`src/rtl/lrscPkg.sv`:
```
package lrscPkg;
  localparam int GRAN_BYTES = 8;
  localparam int OFF_W = $clog2(GRAN_BYTES);

  typedef struct packed {
    logic setRes;
    logic clearRes;
  } resCmd_t;

  typedef enum logic {ScIdle = 1'b0, ScWait = 1'b1} scState_t;

  // byte lanes touched by an aligned access inside one granule
  function automatic logic [GRAN_BYTES-1:0] byteMask(input logic [OFF_W-1:0] off,
                                                     input logic [1:0] sizeCode);
    logic [GRAN_BYTES-1:0] base;
    case (sizeCode)
      2'd0: base = GRAN_BYTES'(8'h01);
      2'd1: base = GRAN_BYTES'(8'h03);
      2'd2: base = GRAN_BYTES'(8'h0F);
      default: base = GRAN_BYTES'(8'hFF);
    endcase
    return base << off;
  endfunction
endpackage

```
`src/rtl/lrscDatapath.sv`:
```
module lrscDatapath
  import lrscPkg::*;
#(
  parameter int ADDR_W = 32,
  parameter int HART_W = 2,
  parameter int OWN_HART = 1
) (
  input  logic              clk,
  input  logic              rstN,
  input  resCmd_t           cmd,
  input  logic [ADDR_W-1:0] lrAddr,
  input  logic [1:0]        lrSize,
  input  logic              lrFwd,
  input  logic              lrFinish,
  input  logic              stValid,
  input  logic [HART_W-1:0] stHart,
  input  logic [ADDR_W-1:0] stAddr,
  input  logic [1:0]        stSize,
  input  logic [ADDR_W-1:0] scAddr,
  input  logic [1:0]        scSize,
  output logic              resPaired,
  output logic              resBrokenNow,
  output logic              resReady
);
  localparam int KEY_W = ADDR_W - OFF_W;

  logic                  resValid;
  logic [KEY_W-1:0]      resKey;
  logic [GRAN_BYTES-1:0] resMask;
  logic                  resBroken;
  logic                  lrFin;
  logic                  srcPend;

  logic stHit, otherHit, ownHit;

  always_comb begin
    stHit = resValid && stValid && (stAddr[ADDR_W-1:OFF_W] == resKey) &&
            |(byteMask(stAddr[OFF_W-1:0], stSize) & resMask);
    otherHit = stHit && (stHart != HART_W'(OWN_HART));
    ownHit   = stHit && (stHart == HART_W'(OWN_HART));
    resPaired = resValid && (scAddr[ADDR_W-1:OFF_W] == resKey) &&
                (byteMask(scAddr[OFF_W-1:0], scSize) == resMask);
    resBrokenNow = resBroken || otherHit;
    resReady = lrFin && !srcPend;
  end

  always_ff @(posedge clk) begin
    if (!rstN) begin
      resValid  <= 1'b0;
      resKey    <= '0;
      resMask   <= '0;
      resBroken <= 1'b0;
      lrFin     <= 1'b0;
      srcPend   <= 1'b0;
    end else if (cmd.setRes) begin
      resValid  <= 1'b1;
      resKey    <= lrAddr[ADDR_W-1:OFF_W];
      resMask   <= byteMask(lrAddr[OFF_W-1:0], lrSize);
      resBroken <= 1'b0;
      lrFin     <= lrFinish;
      srcPend   <= lrFwd;
    end else begin
      if (cmd.clearRes) resValid <= 1'b0;
      if (otherHit) resBroken <= 1'b1;
      if (ownHit) srcPend <= 1'b0;
      if (lrFinish) lrFin <= 1'b1;
    end
  end


  other_break_chk: assert property (@(posedge clk) disable iff (!rstN)
    (otherHit && !cmd.setRes) |=> (!resValid || resBroken));

  own_keep_chk: assert property (@(posedge clk) disable iff (!rstN)
    (resValid && !resBroken && stValid && stHart == HART_W'(OWN_HART) && !cmd.setRes)
      |=> !resBroken);

  clear_res_chk: assert property (@(posedge clk) disable iff (!rstN)
    (cmd.clearRes && !cmd.setRes) |=> !resValid);
endmodule

```
`src/rtl/lrscCtrl.sv`:
```
module lrscCtrl
  import lrscPkg::*;
(
  input  logic    clk,
  input  logic    rstN,
  input  logic    lrValid,
  input  logic    scValid,
  input  logic    scSpurious,
  input  logic    scAbort,
  input  logic    resPaired,
  input  logic    resBrokenNow,
  input  logic    resReady,
  output resCmd_t cmd,
  output logic    rspValid,
  output logic    rspOk,
  output logic    rspLate,
  output logic    propStrobe
);
  scState_t state, stateNext;
  logic finish, okNext, lateNext;

  always_comb begin
    stateNext = state;
    finish = 1'b0;
    okNext = 1'b0;
    lateNext = 1'b0;
    case (state)
      ScIdle: begin
        if (scValid) begin
          if (!resPaired || scSpurious) begin
            finish = 1'b1;
          end else if (resBrokenNow) begin
            finish = 1'b1;
            lateNext = 1'b1;
          end else if (resReady) begin
            finish = 1'b1;
            okNext = 1'b1;
          end else begin
            stateNext = ScWait;
          end
        end
      end
      default: begin
        if (scAbort || resBrokenNow) begin
          finish = 1'b1;
          lateNext = 1'b1;
          stateNext = ScIdle;
        end else if (resReady) begin
          finish = 1'b1;
          okNext = 1'b1;
          stateNext = ScIdle;
        end
      end
    endcase
    cmd.setRes = lrValid;
    cmd.clearRes = finish;
  end

  always_ff @(posedge clk) begin
    if (!rstN) begin
      state      <= ScIdle;
      rspValid   <= 1'b0;
      rspOk      <= 1'b0;
      rspLate    <= 1'b0;
      propStrobe <= 1'b0;
    end else begin
      state      <= stateNext;
      rspValid   <= finish;
      rspOk      <= okNext;
      rspLate    <= lateNext;
      propStrobe <= finish && okNext;
    end
  end


  prop_only_ok_chk: assert property (@(posedge clk) disable iff (!rstN)
    propStrobe |-> (rspValid && rspOk && !rspLate));

  spur_early_chk: assert property (@(posedge clk) disable iff (!rstN)
    (state == ScIdle && scValid && scSpurious) |=> (rspValid && !rspOk && !rspLate));

  abort_late_chk: assert property (@(posedge clk) disable iff (!rstN)
    (state == ScWait && scAbort) |=> (rspValid && rspLate && !propStrobe));
endmodule

```
`src/rtl/lrscMonitor.sv`:
```
module lrscMonitor
  import lrscPkg::*;
#(
  parameter int ADDR_W = 32,
  parameter int HART_W = 2,
  parameter int OWN_HART = 1
) (
  input  logic              clk,
  input  logic              rstN,
  input  logic              lrValid,
  input  logic [ADDR_W-1:0] lrAddr,
  input  logic [1:0]        lrSize,
  input  logic              lrFwd,
  input  logic              lrFinish,
  input  logic              stValid,
  input  logic [HART_W-1:0] stHart,
  input  logic [ADDR_W-1:0] stAddr,
  input  logic [1:0]        stSize,
  input  logic              scValid,
  input  logic [ADDR_W-1:0] scAddr,
  input  logic [1:0]        scSize,
  input  logic              scSpurious,
  input  logic              scAbort,
  output logic              rspValid,
  output logic              rspOk,
  output logic              rspLate,
  output logic              propStrobe
);
  resCmd_t cmd;
  logic resPaired, resBrokenNow, resReady;

  lrscDatapath #(.ADDR_W(ADDR_W), .HART_W(HART_W), .OWN_HART(OWN_HART)) dp_i (
    .clk(clk), .rstN(rstN), .cmd(cmd),
    .lrAddr(lrAddr), .lrSize(lrSize), .lrFwd(lrFwd), .lrFinish(lrFinish),
    .stValid(stValid), .stHart(stHart), .stAddr(stAddr), .stSize(stSize),
    .scAddr(scAddr), .scSize(scSize),
    .resPaired(resPaired), .resBrokenNow(resBrokenNow), .resReady(resReady)
  );

  lrscCtrl ctrl_i (
    .clk(clk), .rstN(rstN), .lrValid(lrValid), .scValid(scValid),
    .scSpurious(scSpurious), .scAbort(scAbort),
    .resPaired(resPaired), .resBrokenNow(resBrokenNow), .resReady(resReady),
    .cmd(cmd), .rspValid(rspValid), .rspOk(rspOk), .rspLate(rspLate),
    .propStrobe(propStrobe)
  );
endmodule

```
`config.mk`:
```
export PLATFORM = sky130hd
export DESIGN_NAME = lrscMonitor
export DESIGN_NICKNAME = d
export VERILOG_FILES = /design/src/rtl/lrscPkg.sv /design/src/rtl/lrscDatapath.sv /design/src/rtl/lrscCtrl.sv /design/src/rtl/lrscMonitor.sv
export SDC_FILE = /design/constraint.sdc
export NUM_CORES = 1
export LEC_CHECK = 0
export ABC_AREA = 1
export BUFFER_PORTS_ARGS = -buffer_cell sky130_fd_sc_hd__buf_2
export CORE_MARGIN = 2
export CORE_UTILIZATION = 28
export DETAILED_ROUTE_END_ITERATION = 12
export GPL_TIMING_DRIVEN = 0
export PLACE_DENSITY = 0.61
export SETUP_SLACK_MARGIN = 0.2
export SYNTH_ARGS = -nofsm -noshare
export SYNTH_HDL_FRONTEND = slang
export SYNTH_HIERARCHICAL = 1
export SYNTH_SLANG_ARGS = --single-unit
```
`constraint.sdc`:
```
create_clock -name clk -period 1.53 [get_ports clk]
set_input_delay 0.2295 -clock clk [delete_from_list [all_inputs] [get_ports clk]]
set_output_delay 0.2295 -clock clk [all_outputs]
set_load 0.01 [all_outputs]
```
==> results of run 1 <==
## metrics by stage
step / setup WS (ns) / utilization / total power, mW
finish: -0.364 / 0.382 / 2.79
global placement: -0.482 / 0.363 / 2.00
detailed placement: -0.520 / 0.363 / 2.02
CTS: -0.337 / 0.378 / 2.81
floorplan: -0.103 / - / 1.71
global route: -0.524 / 0.382 / 2.98
## path summary, 6_finish.rpt
path         slack [ns]                           to                   startpoint
max               -0.36      ctrl_i/state$_SDFF_PN0_  dp_i/resKey[6]$_SDFFE_PN0P_
min reg2reg        0.49  dp_i/resBroken$_SDFFE_PP0P_  dp_i/resBroken$_SDFFE_PP0P_
min                0.12  dp_i/resKey[3]$_SDFFE_PN0P_                    lrAddr[6]
max reg2reg       -0.36      ctrl_i/state$_SDFF_PN0_  dp_i/resKey[6]$_SDFFE_PN0P_
## kinds of logic (layout without fill, tap and decap cells)
logic type	count (synthesis)	count (layout)	share of synthesized area
flip-flops	46	46	0.307
AND/OR/NAND/NOR	283	283	0.375
other	0	1	0
AO/OA/AOI/OAI	94	94	0.169
buffers and inverters	87	213	0.114
XOR/XNOR	12	12	0.0350
## registers in the layout, indices dropped and copies added, names as in the netlist
signal and cells:
dp_i/resKey 29, dp_i/resMask 8, ctrl_i/propStrobe 1, ctrl_i/rspLate 1
ctrl_i/rspOk 1, ctrl_i/rspValid 1, ctrl_i/state 1, dp_i/lrFin 1
dp_i/resBroken 1, dp_i/resValid 1, dp_i/srcPend 1
## power by group through the flow
stage                     sequential, mW  clock (mW)  combinational (mW)
final                               1.31       0.781               0.708
after global routing                1.31       0.860               0.808
after CTS                           1.30       0.809               0.703
after detailed placement            1.33           0               0.688
after global placement              1.33           0               0.677
after floorplan                     1.32           0               0.384
## per-layer routing
metal  GRT usage  wire [microns]
met3      0.0333             740
met1       0.229            4630
met2       0.341            5040
met5           0               0
met4      0.0348              98
## repair_timing
action | 4_1_cts | 5_1_grt
setup buffers | 3 | 1
pin swaps | 6 | 10
gates resized for setup | 17 | 20
hold buffers | 0 | 0
endpoints found under the setup margin | 18 | 18
## cell type report
cell class	count	area [sq um]
Fill cell	1158	6410
Antenna cell	1	2.50
Sequential cell	46	946
Buffer	10	55.1
Inverter	77	289
Clock inverter	1	5.00
Tap cell	136	170
Timing Repair Buffer	118	608
Multi-Input combinational cell	389	1800
Clock buffer	7	86.3
## placed cells by master (no fill, tap or decap), drive strengths merged
cell type	Yosys	layout
a21boi	1	1
a21oi	13	13
buf	7	125
clkbuf	3	10
clkinv	0	1
dfxtp	46	46
diode	0	1
inv	77	77
nand2	190	190
nand2b	1	1
nand3	19	19
nand3b	1	1
nand4	4	4
nor2	67	67
nor3	1	1
o211ai	2	2
o21ai	64	64
o22ai	10	10
o2bb2ai	1	1
o31ai	1	1
o32ai	2	2
xnor2	2	2
xor2	10	10
## worst max-delay path: cells and delay by family, from the launching register on
family	cells	cell delay (ns)
simple gates	12	1.12
buf+inv	4	0.32
compound gates	1	0.05
flops	1	0.34
==> results.py, run 1 <==
metrics = {
    "outcome": {
        "status": "finished, violations left",
        "violations": "negative setup slack",
    },
    "power": {
        "pwr-share-comb": 0.253,
        "peakVddDrop_uv": 365,
        "power_density_mw_per_mm2": 706,
        "swShare": 0.314,
        "p_clk_frac": 0.280,
        "seq_power_share": 0.467,
        "internal_power_mw": 1.92,
        "p_sw_mw": 0.878,
        "leakagePower_nw": 2.04,
    },
    "synthesis": {
        "synthMostInstantiatedCell": "nand2_1",
        "synth_commonest_cells": "189 x nand2_1, 74 x inv_1, 64 x nor2_1, 57 x o21ai_0, 46 x dfxtp_1",
        "yosys_warnings": 6,
        "netlist.area_leader.share": 0.307,
        "syn-cell-area_sq_mm": 0.00300,
        "ys.flop_type": "dfxtp_1",
        "syn_area_per_cell_sq_um": 5.75,
        "async_flop_share": 0,
        "synth_top_cell_by_area": "dfxtp_1",
        "synth_top_cells_by_area": "dfxtp_1 31%, nand2_1 24%, o21ai_0 9.5%",
        "synth_edf_count": 0,
        "yosysUniqueCellTypes": 29,
        "synthCells": 522,
        "yosysSeqAreaShare": 0.307,
        "syn_nets": 635,
        "ys_seq_elements": 46,
    },
    "layout": {
        "nNetsFinal": 760,
        "fin_area_sq_mm": 0.00396,
        "drive_gt1_frac": 0.302,
        "fin_cells": 785,
        "area_growth_pct": 32.0,
    },
    "timing": {
        "hold_slack_ns": 0.123,
        "rsz0062_at_grt": "true",
        "drv_slew": 0,
        "finalHoldViolCount": 0,
        "layout_setup_ws_ns": -0.364,
        "fin_crit_ns": 1.89,
        "fmax_mhz": 528,
        "worstMarginPinSlew_ns": 0.418,
        "relSlewSlack": 0.721,
        "setup_viol": 6,
        "fin_skew_ns": 0.00918,
        "setup_tns_ns": -1.71,
        "post-route-period-util": 1.24,
    },
    "drt": {
        "drt-initial-drc-count": 192,
        "ant_nets": 0,
        "routed_wl_microns": 10500,
        "viasPerCell": 4.52,
        "wl_per_cell_microns": 13.4,
        "via_count": 3552,
        "drt_first_pass_iters": 4,
        "drc": 0,
    },
    "place": {
        "portBuffers": 114,
        "gp_congestion": 0.880,
        "hpwl_microns": 8660,
        "postPlaceCellArea_sq_mm": 0.00376,
        "dp.cells": 772,
    },
    "floorplanning": {
        "die_x_microns": 107,
        "die_h_microns": 107,
        "die_area_sq_mm": 0.0116,
        "num_io_pins": 117,
        "initial_core_util": 0.289,
        "core_sq_mm": 0.0104,
        "rows": 37,
    },
    "setup_path": {
        "reg2reg_depth": 17,
        "crit_type": "flip-flop to flip-flop",
        "cp.arrival_ns": 2.13,
        "cp_common_cell": "nand2_2",
        "cp_slowest_cell": "dfxtp_2",
        "cp.required_ns": 1.77,
        "cp_max_fo": 4,
        "setup.worst_path.start_class": "flip-flop",
        "crit_chain": "inv_2 -> nand2_2 -> o21ai_1 -> nor2_1 -> nand3b_1 -> nor2_2 -> nand2_1 -> nor2_1 -> nand3_1 -> nor2_4 -> nand3_2 -> nand2_2 -> buf_4 -> buf_6 -> buf_6 -> nand2_2 -> nor2_2",
        "end_kind": "flip-flop",
        "critPathMaxStageDelay_ns": 0.34,
    },
    "global_routing": {
        "gr-total-overflow": 0,
        "grt_max_degree": 14,
        "antenna_found_initial": 0,
        "grt_pass1_vias": 3522,
        "grt_usage": 0.187,
        "grt_pass1_wl_microns": 16800,
    },
    "flow_run": {
        "max_cap_viol_count": 0,
    },
    "hold_path": {
        "min_path_type": "primary input to flip-flop",
        "hold_depth": 3,
    },
    "clocking": {
        "cts_tree": "done",
        "cts_inserted_buffers": 5,
        "clockBufferDepth": 2,
        "clk_pin_slew_ns": 0.09,
        "clock_sinks": 46,
        "htreeDepth": 2,
        "cts_root_buffer": "clkbuf_8",
        "insertion_delay_ns": 0.30,
    },
}
Note: power is estimated with default switching activity, not from simulation.
==> run 2, diff against run 1 <==
--- a/config.mk
+++ b/config.mk
@@ -8,4 +8,5 @@
 export ABC_AREA = 1
 export BUFFER_PORTS_ARGS = -buffer_cell sky130_fd_sc_hd__buf_2
+export CORE_ASPECT_RATIO = 1.4
 export CORE_MARGIN = 2
 export CORE_UTILIZATION = 28
@@ -14,4 +15,5 @@
 export PLACE_DENSITY = 0.61
 export SETUP_SLACK_MARGIN = 0.2
+export SKIP_LAST_GASP = 1
 export SYNTH_ARGS = -nofsm -noshare
 export SYNTH_HDL_FRONTEND = slang
==> constraint.sdc (replaced) <==
create_clock -name clk -period 1.53 [get_ports clk]
set_input_delay 0.0765 -clock clk [delete_from_list [all_inputs] [get_ports clk]]
set_output_delay 0.0765 -clock clk [all_outputs]
set_load 0.01 [all_outputs]
==> run 2 against run 1 <==
- final cell count up 2.2%
- setup slack got worse by 0.0071 ns
- via count up 3.5%
- the flow finishes with violations (negative hold slack, negative setup slack)
- die area grew 0.10%
- cell area rose by 5.9%
- highest routed layer unchanged
- sequential share of layout area decreased by 1.2 points
==> results.py, run 2 (synthesis gave the netlist of run 1 again) <==
metrics = {
    "power": {
        "internal_power_mw": 2.35,
        "p_clk_frac": 0.374,
        "p_sw_mw": 0.928,
        "total_power_mw": 3.28,
        "swShare": 0.283,
        "peakVddDrop_uv": 376,
        "seq_power_share": 0.399,
        "leakagePower_nw": 2.13,
        "power_density_mw_per_mm2": 782,
        "pwr-share-comb": 0.227,
    },
    "place": {
        "postPlaceCellArea_sq_mm": 0.00376,
        "portBuffers": 114,
        "gp_congestion": 0.908,
        "hpwl_microns": 8800,
        "preCtsSetupSlack_ns": -0.525,
    },
    "setup_path": {
        "path_buf_inv": 2,
        "cp.arrival_ns": 2.10,
        "cp_slowest_cell": "dfxtp_2",
        "end_kind": "flip-flop",
        "crit_chain": "inv_2 -> nand2_2 -> o21ai_1 -> nor2_1 -> nand2_1 -> nor2_2 -> nand2_1 -> nor2_1 -> nand3_1 -> nor2_4 -> nand3_2 -> nand2_2 -> a21oi_1 -> buf_4 -> o31ai_1",
        "cp.required_ns": 1.73,
        "rrSetupSlack_ns": -0.37,
        "worstReg2RegStart": "dp_i/resKey[20]$_SDFFE_PN0P_",
        "critPathMaxStageDelay_ns": 0.33,
        "crit_type": "flip-flop to flip-flop",
        "setup.worst_path.start_class": "flip-flop",
        "cp_max_fo": 4,
        "reg2reg_depth": 15,
        "cp_top_family": "simple AND/OR/NAND/NOR gates",
        "rr_endpoint": "dp_i/resValid$_SDFFE_PN0P_",
    },
    "clocking": {
        "cts_tree": "done",
        "cts_inserted_buffers": 5,
        "insertion_delay_ns": 0.28,
        "clk_pin_slew_ns": 0.06,
        "clockBufferDepth": 2,
        "htreeDepth": 2,
        "clock_sinks": 46,
        "cts_root_buffer": "clkbuf_16",
    },
    "timing": {
        "rsz0062_at_grt": "true",
        "setup_tns_ns": -1.63,
        "relSlewSlack": 0.639,
        "post-route-period-util": 1.24,
        "hold_slack_ns": -0.00917,
        "fin_skew_ns": 0.00891,
        "finalHoldViolCount": 2,
        "fmax_mhz": 526,
        "worstMarginPinSlew_ns": 0.541,
        "fin_crit_ns": 1.90,
        "drv_slew": 0,
        "setup_viol": 6,
        "layout_setup_ws_ns": -0.371,
    },
    "drt": {
        "top_layer": "met4",
        "wl_met1_microns": 4390,
        "drt_first_pass_iters": 4,
        "routed_wl_microns": 10800,
        "via_count": 3678,
        "drc": 0,
        "ant_nets": 0,
        "wl_per_cell_microns": 13.5,
        "viasPerCell": 4.59,
        "drt-initial-drc-count": 158,
        "wl_met2_microns": 5610,
        "met3_wirelength_microns": 575,
    },
    "outcome": {
        "violations": "negative hold slack, negative setup slack",
        "status": "finished, violations left",
    },
    "floorplanning": {
        "rows": 44,
        "core_sq_mm": 0.0104,
        "num_io_pins": 117,
        "die_area_sq_mm": 0.0116,
        "initial_core_util": 0.288,
        "die_x_microns": 91.5,
        "die_h_microns": 126,
    },
    "layout": {
        "largest-register": "dp_i/resKey",
        "reg.largest.list": "dp_i/resKey x29, dp_i/resMask x8",
        "largest_reg_flops": 29,
        "most-common-layout-cells": "180 x nand2_1, 119 x buf_2, 58 x nor2_1",
        "fin_area_sq_mm": 0.00419,
        "drive_gt1_frac": 0.313,
        "area_growth_pct": 39.8,
        "nNetsFinal": 774,
        "layout_commonest_cell": "nand2_1",
    },
    "hold_path": {
        "hold_depth": 3,
        "hold_end": "dp_i/srcPend$_SDFFE_PN0P_",
        "hold_start": "lrFwd",
        "min_path_type": "primary input to flip-flop",
    },
    "global_routing": {
        "grt_max_degree": 14,
        "grt_pass1_wl_microns": 17400,
        "grt_usage": 0.189,
        "grt_pass1_vias": 3731,
        "gr-total-overflow": 0,
        "antenna_found_initial": 2,
    },
    "flow_run": {
        "max_cap_viol_count": 0,
    },
}
[run 2: worst max-delay path by stage]
stage | startpoint | to | slack, ns | cells past startpoint
after floorplan | dp_i/resKey[16]$_SDFFE_PN0P_ | dp_i/resValid$_SDFFE_PN0P_ | -0.10 | 13
after global placement | dp_i/resKey[20]$_SDFFE_PN0P_ | dp_i/resValid$_SDFFE_PN0P_ | -0.47 | 15
after detailed placement | dp_i/resKey[20]$_SDFFE_PN0P_ | dp_i/resValid$_SDFFE_PN0P_ | -0.52 | 15
after CTS | dp_i/resKey[16]$_SDFFE_PN0P_ | dp_i/resValid$_SDFFE_PN0P_ | -0.32 | 13
after global routing | dp_i/resKey[6]$_SDFFE_PN0P_ | dp_i/resValid$_SDFFE_PN0P_ | -0.55 | 15
final | dp_i/resKey[20]$_SDFFE_PN0P_ | dp_i/resValid$_SDFFE_PN0P_ | -0.37 | 15
[run 2: layout make-up]
cell class                 count  area [sq um]
sequential                    46           951
inverter                      77           289
clock inverter                 1          30.0
clock buffer                   7           133
multi-input combinational    389          1820
tap                          138           173
buffer                        10          52.6
fill                        1149          6210
antenna                        2          5.00
timing repair buffer         132           744
[run 2: metrics by stage]
| stage | utilization | cells | hold slack [ns] |
|---|---|---|---|
| 2_1_floorplan | - | 522 | 0.180 |
| 4_1_cts | 0.396 | 798 | 0.000536 |
| 3_5_place_dp | 0.362 | 774 | 0.282 |
| 6_report | 0.403 | 802 | -0.00917 |
| 3_3_place_gp | 0.362 | 774 | 0.279 |
| 5_1_grt | 0.403 | 802 | 0.0146 |
[run 2: repair_timing]
item	in CTS	in global routing
hold buffers	14	0
setup endpoints to repair	8	8
hold endpoints to repair	14	0
gates cloned	0	0
pin swaps	8	25
setup buffers	2	2
gates resized for setup	21	31
[run 2: worst register-to-register path, delay by kind of cell, from the launching register on]
kind / cells / cell delay, ns
buffers and inverters: 2 / 0.19
DFF: 1 / 0.33
AOI/OAI and AO/OA: 3 / 0.31
and+or+nand+nor: 10 / 0.97
[run 2: routing by layer]
layer	up-vias	global-route usage
li1	1917	-
met1	1628	0.214
met2	116	0.351
met3	17	0.0291
met4	0	0.0740
met5	-	0
[run 2: power by group through the flow]
| stage | clock (mW) | combinational [mW] | sequential [mW] |
|---|---|---|---|
| CTS | 1.25 | 0.728 | 1.31 |
| detailed placement | 0 | 0.688 | 1.33 |
| global placement | 0 | 0.678 | 1.33 |
| finish | 1.23 | 0.745 | 1.31 |
| floorplan | 0 | 0.384 | 1.32 |
| global route | 1.30 | 0.843 | 1.32 |
